--- src/rtl/cke_pm_pkg.sv ---
package cke_pm_pkg;

    localparam int CMD_W   = 4;
    localparam int STATE_W = 3;
    localparam int MCMD_W  = 3;

    typedef enum logic [STATE_W-1:0] {
        ST_ACTIVE    = 3'd0,
        ST_PRECHG    = 3'd1,
        ST_PDOWN     = 3'd2,
        ST_SR_ENTRY  = 3'd3,
        ST_SELFREF   = 3'd4,
        ST_DPD_ENTRY = 3'd5,
        ST_DEEPPD    = 3'd6,
        ST_WAKE      = 3'd7
    } cs_state_e;

    // software command codes
    localparam logic [CMD_W-1:0] OP_ENTER_PD  = 4'd1;
    localparam logic [CMD_W-1:0] OP_ENTER_SR  = 4'd2;
    localparam logic [CMD_W-1:0] OP_ENTER_DPD = 4'd3;
    localparam logic [CMD_W-1:0] OP_EXIT_LP   = 4'd4;
    localparam logic [CMD_W-1:0] OP_REINIT_OK = 4'd5;

    // memory command codes
    localparam logic [MCMD_W-1:0] MC_NOP     = 3'd0;
    localparam logic [MCMD_W-1:0] MC_PRE_ALL = 3'd1;
    localparam logic [MCMD_W-1:0] MC_AREF    = 3'd2;
    localparam logic [MCMD_W-1:0] MC_BST     = 3'd3;

endpackage

--- src/rtl/cke_wake_timer.sv ---
module cke_wake_timer #(
    parameter int DLY_W = 8
) (
    input  logic             clk,
    input  logic             rst_n,
    input  logic             load,
    input  logic [DLY_W-1:0] load_val,
    input  logic             run,
    output logic             done
);

    logic [DLY_W-1:0] cnt_q;

    always_ff @(posedge clk or negedge rst_n) begin
        if (!rst_n) begin
            cnt_q <= '0;
        end else if (load) begin
            cnt_q <= load_val;
        end else if (run && (cnt_q != '0)) begin
            cnt_q <= cnt_q - 1'b1;
        end
    end

    assign done = (cnt_q == '0);

endmodule

--- src/rtl/cke_force_gate.sv ---
module cke_force_gate (
    input  logic clk,
    input  logic rst_n,
    input  logic force_lvl,
    input  logic force_rel,
    input  logic cke_int,
    output logic cke_pin
);

    logic hold_q;

    always_ff @(posedge clk or negedge rst_n) begin
        if (!rst_n) begin
            hold_q <= 1'b1;
        end else if (force_rel) begin
            hold_q <= 1'b0;
        end
    end

    assign cke_pin = hold_q ? force_lvl : cke_int;

    // once released, the force never returns
    assert_release_sticky_R2: assert property (@(posedge clk) disable iff (!rst_n)
        !hold_q |=> !hold_q);

    // the force stays until a release arrives
    assert_hold_kept_R2: assert property (@(posedge clk) disable iff (!rst_n)
        (hold_q && !force_rel) |=> hold_q);

endmodule

--- src/rtl/cke_cs_fsm.sv ---
module cke_cs_fsm
    import cke_pm_pkg::*;
#(
    parameter int DLY_W = 8
) (
    input  logic               clk,
    input  logic               rst_n,
    input  logic               cmd_valid,
    input  logic [CMD_W-1:0]   cmd_code,
    input  logic               acc_req,
    input  logic               rows_open,
    input  logic [DLY_W-1:0]   exit_dly,
    output logic               cke_int,
    output logic [MCMD_W-1:0]  mem_cmd,
    output logic [STATE_W-1:0] status,
    output logic               acc_grant,
    output logic               acc_err,
    output logic               reinit_req
);

    cs_state_e state_q, state_d;
    cs_state_e target_q, entry_tgt;
    logic      is_entry, exit_op, ack_op;
    logic      tmr_load, tmr_run, tmr_done;
    logic      reinit_q;

    // command decode
    always_comb begin
        is_entry  = 1'b0;
        entry_tgt = ST_PDOWN;
        if (cmd_valid) begin
            unique case (cmd_code)
                OP_ENTER_PD:  begin is_entry = 1'b1; entry_tgt = ST_PDOWN;     end
                OP_ENTER_SR:  begin is_entry = 1'b1; entry_tgt = ST_SR_ENTRY;  end
                OP_ENTER_DPD: begin is_entry = 1'b1; entry_tgt = ST_DPD_ENTRY; end
                default:      begin is_entry = 1'b0; entry_tgt = ST_PDOWN;     end
            endcase
        end
    end

    assign exit_op = cmd_valid && (cmd_code == OP_EXIT_LP);
    assign ack_op  = cmd_valid && (cmd_code == OP_REINIT_OK);

    // next state
    always_comb begin
        state_d = state_q;
        unique case (state_q)
            ST_ACTIVE:    if (is_entry) state_d = rows_open ? ST_PRECHG : entry_tgt;
            ST_PRECHG:    state_d = target_q;
            ST_PDOWN:     if (acc_req || exit_op) state_d = ST_ACTIVE;
            ST_SR_ENTRY:  state_d = ST_SELFREF;
            ST_SELFREF:   if (acc_req || exit_op) state_d = ST_WAKE;
            ST_DPD_ENTRY: state_d = ST_DEEPPD;
            ST_DEEPPD:    if (exit_op) state_d = ST_ACTIVE;
            ST_WAKE:      if (tmr_done) state_d = ST_ACTIVE;
        endcase
    end

    // state register
    always_ff @(posedge clk or negedge rst_n) begin
        if (!rst_n) begin
            state_q  <= ST_ACTIVE;
            target_q <= ST_PDOWN;
        end else begin
            state_q <= state_d;
            if (state_q == ST_ACTIVE && is_entry) begin
                target_q <= entry_tgt;
            end
        end
    end

    // re-initialisation flag
    always_ff @(posedge clk or negedge rst_n) begin
        if (!rst_n) begin
            reinit_q <= 1'b0;
        end else if (state_q == ST_DEEPPD && exit_op) begin
            reinit_q <= 1'b1;
        end else if (ack_op) begin
            reinit_q <= 1'b0;
        end
    end

    assign tmr_load = (state_q == ST_SELFREF) && (state_d == ST_WAKE);
    assign tmr_run  = (state_q == ST_WAKE);

    cke_wake_timer #(.DLY_W(DLY_W)) u_timer (
        .clk      (clk),
        .rst_n    (rst_n),
        .load     (tmr_load),
        .load_val (exit_dly),
        .run      (tmr_run),
        .done     (tmr_done)
    );

    // outputs
    always_comb begin
        cke_int   = 1'b1;
        mem_cmd   = MC_NOP;
        acc_grant = 1'b0;
        acc_err   = 1'b0;
        unique case (state_q)
            ST_ACTIVE:    acc_grant = acc_req;
            ST_PRECHG:    mem_cmd = MC_PRE_ALL;
            ST_PDOWN:     cke_int = 1'b0;
            ST_SR_ENTRY:  begin cke_int = 1'b0; mem_cmd = MC_AREF; end
            ST_SELFREF:   cke_int = 1'b0;
            ST_DPD_ENTRY: begin cke_int = 1'b0; mem_cmd = MC_BST; acc_err = acc_req; end
            ST_DEEPPD:    begin cke_int = 1'b0; acc_err = acc_req; end
            ST_WAKE:      cke_int = 1'b1;
        endcase
    end

    assign status     = state_q;
    assign reinit_req = reinit_q;

    // deep power-down holds without an exit code
    assert_dpd_sticky_R9: assert property (@(posedge clk) disable iff (!rst_n)
        (state_q == ST_DEEPPD && !exit_op) |=> (state_q == ST_DEEPPD));

    // precharge cycle leads into a low-CKE state
    assert_prechg_then_low_R4: assert property (@(posedge clk) disable iff (!rst_n)
        (state_q == ST_PRECHG) |=> !cke_int);

    // wake persists until the timer expires
    assert_wake_hold_R7: assert property (@(posedge clk) disable iff (!rst_n)
        (state_q == ST_WAKE && !tmr_done) |=> (state_q == ST_WAKE));

    // self-refresh entry comes only from ACTIVE or PRECHG
    assert_sr_entry_path_R6: assert property (@(posedge clk) disable iff (!rst_n)
        (state_q == ST_SR_ENTRY) |-> ($past(state_q) == ST_ACTIVE || $past(state_q) == ST_PRECHG));

    // an access in power-down wakes the device next cycle
    assert_pd_wake_R5: assert property (@(posedge clk) disable iff (!rst_n)
        (state_q == ST_PDOWN && acc_req) |=> (state_q == ST_ACTIVE));

    // grant and error are exclusive
    assert_grant_err_excl_R5: assert property (@(posedge clk) disable iff (!rst_n)
        !(acc_grant && acc_err));

endmodule

--- src/rtl/cke_power_manager.sv ---
module cke_power_manager
    import cke_pm_pkg::*;
#(
    parameter int NUM_CS = 2,
    parameter int DLY_W  = 8
) (
    input  logic                      clk,
    input  logic                      rst_n,
    input  logic [NUM_CS-1:0]         cmd_valid,
    input  logic [NUM_CS*CMD_W-1:0]   cmd_code,
    input  logic [NUM_CS-1:0]         acc_req,
    input  logic [NUM_CS-1:0]         rows_open,
    input  logic [DLY_W-1:0]          exit_dly,
    input  logic [NUM_CS-1:0]         force_lvl,
    input  logic [NUM_CS-1:0]         force_rel,
    output logic [NUM_CS-1:0]         cke_pin,
    output logic [NUM_CS*MCMD_W-1:0]  mem_cmd,
    output logic [NUM_CS*STATE_W-1:0] cs_status,
    output logic [NUM_CS-1:0]         acc_grant,
    output logic [NUM_CS-1:0]         acc_err,
    output logic [NUM_CS-1:0]         reinit_req
);

    logic [NUM_CS-1:0] cke_int;

    for (genvar cs = 0; cs < NUM_CS; cs++) begin : g_cs
        cke_cs_fsm #(.DLY_W(DLY_W)) u_fsm (
            .clk        (clk),
            .rst_n      (rst_n),
            .cmd_valid  (cmd_valid[cs]),
            .cmd_code   (cmd_code[cs*CMD_W +: CMD_W]),
            .acc_req    (acc_req[cs]),
            .rows_open  (rows_open[cs]),
            .exit_dly   (exit_dly),
            .cke_int    (cke_int[cs]),
            .mem_cmd    (mem_cmd[cs*MCMD_W +: MCMD_W]),
            .status     (cs_status[cs*STATE_W +: STATE_W]),
            .acc_grant  (acc_grant[cs]),
            .acc_err    (acc_err[cs]),
            .reinit_req (reinit_req[cs])
        );

        cke_force_gate u_gate (
            .clk       (clk),
            .rst_n     (rst_n),
            .force_lvl (force_lvl[cs]),
            .force_rel (force_rel[cs]),
            .cke_int   (cke_int[cs]),
            .cke_pin   (cke_pin[cs])
        );
    end

endmodule

--- config.mk ---
export PLATFORM = sky130hd
export DESIGN_NAME = cke_power_manager
export DESIGN_NICKNAME = d
export VERILOG_FILES = /design/src/rtl/cke_pm_pkg.sv /design/src/rtl/cke_wake_timer.sv /design/src/rtl/cke_force_gate.sv /design/src/rtl/cke_cs_fsm.sv /design/src/rtl/cke_power_manager.sv
export SDC_FILE = /design/constraint.sdc
export NUM_CORES = 1
export LEC_CHECK = 0
export ABC_AREA = 1
export BUFFER_PORTS_ARGS = -buffer_cell sky130_fd_sc_hd__buf_2
export CORE_MARGIN = 3
export CORE_UTILIZATION = 51
export CTS_CLUSTER_SIZE = 28
export DETAILED_ROUTE_END_ITERATION = 8
export GPL_ROUTABILITY_DRIVEN = 0
export PLACE_DENSITY = 0.71
export RECOVER_POWER = 50
export SYNTH_ARGS = -nofsm -noshare
export SYNTH_HDL_FRONTEND = slang
export SYNTH_SLANG_ARGS = --single-unit
--- constraint.sdc ---
create_clock -name clk -period 3.7 [get_ports clk]
set_input_delay 0.74 -clock clk [delete_from_list [all_inputs] [get_ports clk]]
set_output_delay 0.74 -clock clk [all_outputs]
set_load 0.02 [all_outputs]
* Word level (Yosys, flattened, before mapping)
Index checks and enable logic that the tools add are counted. W data, S select, Z words.
Operators by class: $add $sub $neg 2, eq/ne operators 26, mux-type cells 40, reduce and logical (&&, ||, !) cells 30
Operator list (count):
- $pmux W3 S8 | 2
- $mux W3 | 14
- $mux W8 | 4
- $eq A3 B3 Y1 const B | 10
- $eq A4 B2 Y1 const B | 4
- $eq A4 B3 Y1 const B | 4
- $logic_not A8 Y1 | 2
- $mux W1 | 16
- $reduce_bool A8 Y1 | 2
- $sub A8 B1 Y8 const B | 2
- $eq A3 B2 Y1 const B | 4
- $logic_and A1 B1 Y1 | 12
- $pmux W2 S3 | 2
- $pmux W3 S2 | 2
- $reduce_or A5 Y1 | 2
- $eq A4 B1 Y1 const B | 2
- $reduce_bool A2 Y1 | 4
- $eq A3 B1 Y1 const B | 2
- $logic_not A3 Y1 | 2
- $reduce_or A3 Y1 | 2
- $reduce_or A2 Y1 | 2
- $logic_or A1 B1 Y1 | 2
Word-level totals: bits in registers 32, input port bits 28, word-level logic and storage cells 108

* Depth between registers and ports, before layout
word-level depth 9, mapped depth 10, depth with buffers taken out 10

* Cells and area by module
A second synthesis with hierarchy kept.
Unflattened totals: cells, all modules 352, area total of the unflattened synthesis 2297.2 um^2
By module, submodules not included:
- cke_wake_timer | times used 2, cells an instance 93, area an instance 596.8 um^2, sequential area each 200.2 um^2
- cke_cs_fsm | times used 2, cells an instance 77, area an instance 506.7 um^2, sequential area each 176.4 um^2
- cke_force_gate | times used 2, cells an instance 6, area an instance 45.0 um^2, sequential area each 26.3 um^2

* Least setup slack after synthesis
No wires, ideal clock.
kind reg-to-output, start register g_cs[0].u_fsm.state_q[0], end output acc_err[0], arrival time 1.451 ns, required time 2.960 ns, path slack 1.509 ns, stages on the path, launching flop included 6, buffers on the path 1, path through dfrtp_1 inv_1 nor2_1 nand2_1 a21oi_1 buf_4
On the way: cells in the longest elaborated chain, start to end 3, elaborated cells on any way between the ends 4, classes of those cells 2 x eq/ne; 1 x mux; 1 x reduce/logical
RTL lines:
- from (decl) | line cke_cs_fsm.sv:21 | cs_state_e state_q, state_d;
- from (signal assigned) | line cke_cs_fsm.sv:65 | state_q <= state_d;
- $eq A3 B3 Y1 | line cke_cs_fsm.sv:101 | unique case (state_q)
- $reduce_or A2 Y1 (no source line) (*)
- $mux W1 (*) | line cke_cs_fsm.sv:101
- to (decl) | line cke_power_manager.sv:20 | output logic [NUM_CS-1:0] acc_err,
Mark *: on every way between the ends. The rest lies on a longest branch, timed or not.

* Worst setup path after layout
start register g_cs[1].u_fsm.state_q[2], end output acc_err[1]
On the way: cells in the longest elaborated chain, start to end 3, elaborated cells on any way between the ends 4, classes of those cells 2 x eq/ne; 1 x mux; 1 x reduce/logical
RTL lines (line):
- from (decl) | cke_cs_fsm.sv:21
- from (signal assigned) | cke_cs_fsm.sv:65
- $eq A3 B3 Y1 | cke_cs_fsm.sv:101
- $reduce_or A2 Y1 (no source line) (*)
- $mux W1 (*) | cke_cs_fsm.sv:101
Marks and branches as above.

==> impl.org <==
** Routing
- Ratio of routed vias to standard cells :: 5.01
- The routed design has 4760 microns of wire.
- Drt drc :: 0
- Antenna violation net count after detailed routing :: 0
- In this run, the number of DRC markers left after iteration 0 of detailed routing was 106.
- In the final routed layout, each cell accounts on average for 11.3 microns.
- Via count :: 2118
- First-pass detailed-route iteration total :: 4

** Setup path
- Data arrival, critical path :: 1.46 ns
- Cell at the slowest stage of the critical path :: sky130_fd_sc_hd__dfrtp_1
- Crit-path max cell delay :: 0.47 ns
- Critical Setup Path Class :: reg -> out
- Timing endpoint of the critical path :: acc_err[1]
- Worst endpoint required time :: 2.96 ns
- The signal on the critical path passes through inv_2 > nor3_1 > o21a_1 > buf_2.
- The startpoint identified for the worst register-to-register timing path is g_cs[0].u_fsm.u_timer.cnt_q[0]$_DFFE_PN0P_.
- Worst setup slack for register-to-register paths :: 1.94 ns
- Worst R2R Path Depth :: 6
- Reg-to-reg critical path endpoint :: g_cs[0].u_fsm.u_timer.cnt_q[1]$_DFFE_PN0P_
- Kind of end point of the critical path :: primary output
- STA classifies the critical path startpoint as a register.
- Origin of the worst setup path :: g_cs[1].u_fsm.status[2]$_DFF_PN0_
- Top fanout value on the critical path :: 7

** GRT
- Entering global routing, the biggest net connects 33 pins.
- The number of antenna violations at the first check in global routing is 0.
- After global routing the overflow that remains totals 0.
- Global router's overall resource usage :: 0.192
- The number of global-route vias before repair was 1888.
- The first global-routing pass estimated 8020 microns of wire.

** STA
- Final hold violation count :: 0
- Number of setup violations in the final report :: 0
- Setup_tns :: 0 ns
- Transition time at the pin with the least slew margin :: 1.73 ns
- Max transition margin :: -0.155
- Setup repair after global routing left no endpoint under its margin.
- The routed design could run at a clock period as short as 2.20 ns.
- The clock arrives with 0.00584 ns of skew.
- Timing would allow up to 454 MHz.
- Slew Viols, Final :: 33
- Dividing the final minimum period by the clock period gives 0.595.

** Logic synthesis
- Of all flip-flops after synthesis, the portion carrying an async set or reset was 1.00.
- Number of synthesized flops with an enable pin :: 0
- The Yosys step of the flow raised 0 warnings.
- The cell area that synthesis handed to floorplanning was 2220 sq um.
- Cells after Synth :: 332
- Cell variety after synth :: 29
- Sequential-to-total area share from yosys stat :: 0.362
- In this run the mean area of a mapped cell was 6.70 sq um.
- Synthesis inferred 32 register bits.
- Most common flop cell mapped by yosys :: sky130_fd_sc_hd__dfrtp_1

** CTS
- Clock tree synthesis selected as its root buffer the cell sky130_fd_sc_hd__clkbuf_8.
- The H-tree was split into 2 levels.
- Clock slew seen by the registers of the worst setup and hold paths :: 0.07 ns
- In this run, post-CTS hold repair placed 0 buffers.
- Count of instances resized after the clock tree is built :: 0
- The clock passes through at most 2 buffers.
- The later pin in the worst-skew pair is clocked with a latency of 0.28 ns.
- Post-CTS timing repair inserted 0 buffers for setup.
- TritonCTS built the clock tree.
- Clk sink count :: 32
- Number of buffers inserted during clock tree synthesis :: 5

** Floorplan
- In this run the vertical extent of the chip is 72.0 microns.
- The initial utilization of the core area, before any placement, comes to 0.540.
- Overall die area :: 5190 sq um
- Cell Rows :: 23
- For this design the top-level I/O count stands at 48.
- From left edge to right edge, the die measures 72.0 microns.
- Standard cell core area :: 4120 sq um

** Layout
- Share of cells above drive strength 1 :: 0.177
- Filler-free cell count of the finished design :: 423
- Fill cell instance count of the final layout :: 395
- The number of antenna diodes in the final layout is 0.
- After routing the design area is 2500 sq um.
- Number of nets in the finished design :: 402
- Layout-stage area growth over the synthesis result :: 12.6%

** Place
- Placed cell count :: 415
- PortBufs :: 45
- Once detailed placement completed, the half-perimeter wirelength came to 3740 microns.
- Placed instance area :: 2420 sq um

** Outcome
- Violated checks :: capacitance limit, slew limit
- Result of the run :: finished with violations

** Min path
- Worst hold path depth :: 2
- The tightest min-delay check is of the reg -> reg type.

** Power and ir drop
- Leakage Power :: 0.00131 uW
- PD cells :: 546 nW/um^2
- Total power draw :: 1370 uW
- Across the VDD grid, the largest voltage drop is 0.000460 V.

** Run
- The tool flagged a number of max-cap violations equal to 1.
[flip-flops by register name (all words and copies together), names as in the netlist]
name / flops
g_cs.u_fsm.u_timer.cnt_q: 16
g_cs.u_fsm.status: 6
g_cs.u_fsm.target_q: 6
g_cs.u_fsm.reinit_req: 2
g_cs.u_gate.hold_q: 2
[how the worst min path moves through the flow]
stage	startpoint	to	slack, ns
final	g_cs[0].u_gate.hold_q$_DFFE_PN1P_	g_cs[0].u_gate.hold_q$_DFFE_PN1P_	0.48
after global routing	g_cs[0].u_gate.hold_q$_DFFE_PN1P_	g_cs[0].u_gate.hold_q$_DFFE_PN1P_	0.51
after CTS	g_cs[0].u_gate.hold_q$_DFFE_PN1P_	g_cs[0].u_gate.hold_q$_DFFE_PN1P_	0.48
after detailed placement	g_cs[0].u_gate.hold_q$_DFFE_PN1P_	g_cs[0].u_gate.hold_q$_DFFE_PN1P_	0.47
after global placement	g_cs[1].u_fsm.u_timer.cnt_q[0]$_DFFE_PN0P_	g_cs[1].u_fsm.u_timer.cnt_q[0]$_DFFE_PN0P_	0.46
after floorplan	rst_n	g_cs[0].u_fsm.reinit_req$_DFFE_PN0P_	0.44
[routing by layer]
layer  vias to the layer above  wire (microns)  global-route usage  part of all wire
met5                         -               0                   0                 0
met2                        42            2200               0.311              0.46
li1                       1117               -                   -                 -
met1                       955            2310               0.261              0.49
met3                         4             213              0.0360             0.045
met4                         0              38              0.0605            0.0080
[power by group]
group | leakage, uW | internal, uW | switching (uW) | total (uW)
Clock | 0.0000515 | 170 | 127 | 297
Sequential | 0.000366 | 431 | 76.7 | 508
Combinational | 0.000895 | 201 | 362 | 563
Total | 0.00131 | 802 | 565 | 1370
[cell usage after synthesis (3+ instances only)]
cell / instances / share of area
sky130_fd_sc_hd__nor2_4: 4 / 0.020
sky130_fd_sc_hd__o21ai_0: 17 / 0.038
sky130_fd_sc_hd__xor2_1: 5 / 0.020
sky130_fd_sc_hd__inv_2: 5 / 0.0084
sky130_fd_sc_hd__nand3_1: 56 / 0.13
sky130_fd_sc_hd__buf_4: 11 / 0.037
sky130_fd_sc_hd__dfrtp_1: 28 / 0.32
sky130_fd_sc_hd__dfstp_2: 4 / 0.047
sky130_fd_sc_hd__nand4_1: 3 / 0.0084
sky130_fd_sc_hd__nor2_1: 44 / 0.074
sky130_fd_sc_hd__nor3_1: 4 / 0.0090
sky130_fd_sc_hd__a21oi_1: 4 / 0.0090
sky130_fd_sc_hd__inv_1: 46 / 0.078
sky130_fd_sc_hd__nor2_2: 3 / 0.0084
sky130_fd_sc_hd__nand2_1: 81 / 0.14
[worst max-delay path, delay by kind of cell, from the launching register on]
kind,cells,cell delay [ns]
flops,1,0.47
simple gates,1,0.28
buf+inv,2,0.27
compound gates,1,0.15
[layout by cell type (no fill, tap or decap), drive strengths merged]
master	count
nand2	83
nand3	56
inv	51
nor2	51
buf	41
dfrtp	28
o21ai	18
clkbuf	12
xor2	5
nor3	5
a21oi	4
dfstp	4
nand4	3
a31oi	2
o21bai	2
ha	2
conb	2
o21a	1
o22a	1
or2	1
a22o	1
[cell type report]
type / instances / area (sq um) / area share
sequential: 32 / 806 / 0.322
multi-input combinational: 237 / 1120 / 0.449
clock buffer: 8 / 100 / 0.0400
tap: 50 / 62.6 / 0.0250
timing repair buffer: 45 / 220 / 0.0880
inverter: 51 / 191 / 0.0765
[metrics by stage]
| stage | util | setup slack, ns | hold WS (ns) |
|---|---|---|---|
| floorplan | - | 1.51 | 0.442 |
| CTS | 0.611 | 1.49 | 0.483 |
| detailed placement | 0.587 | 1.73 | 0.472 |
| finish | 0.608 | 1.50 | 0.481 |
| global placement | 0.587 | 1.73 | 0.464 |
| global route | 0.608 | 1.37 | 0.514 |
[logic make-up (layout without fill, tap and decap cells)]
| family | after synthesis | count (layout) | share of synthesized area |
|---|---|---|---|
| and+or+nand+nor | 199 | 199 | 0.401 |
| adders and majority gates | 2 | 2 | 0.0113 |
| buffers and inverters | 64 | 104 | 0.131 |
| xor gates and xnor gates | 5 | 5 | 0.0197 |
| other | 1 | 2 | 0.00169 |
| DFF | 32 | 32 | 0.362 |
| AOI/OAI and AO/OA | 29 | 29 | 0.0732 |
No activity file was read; power rests on OpenSTA's default activity.
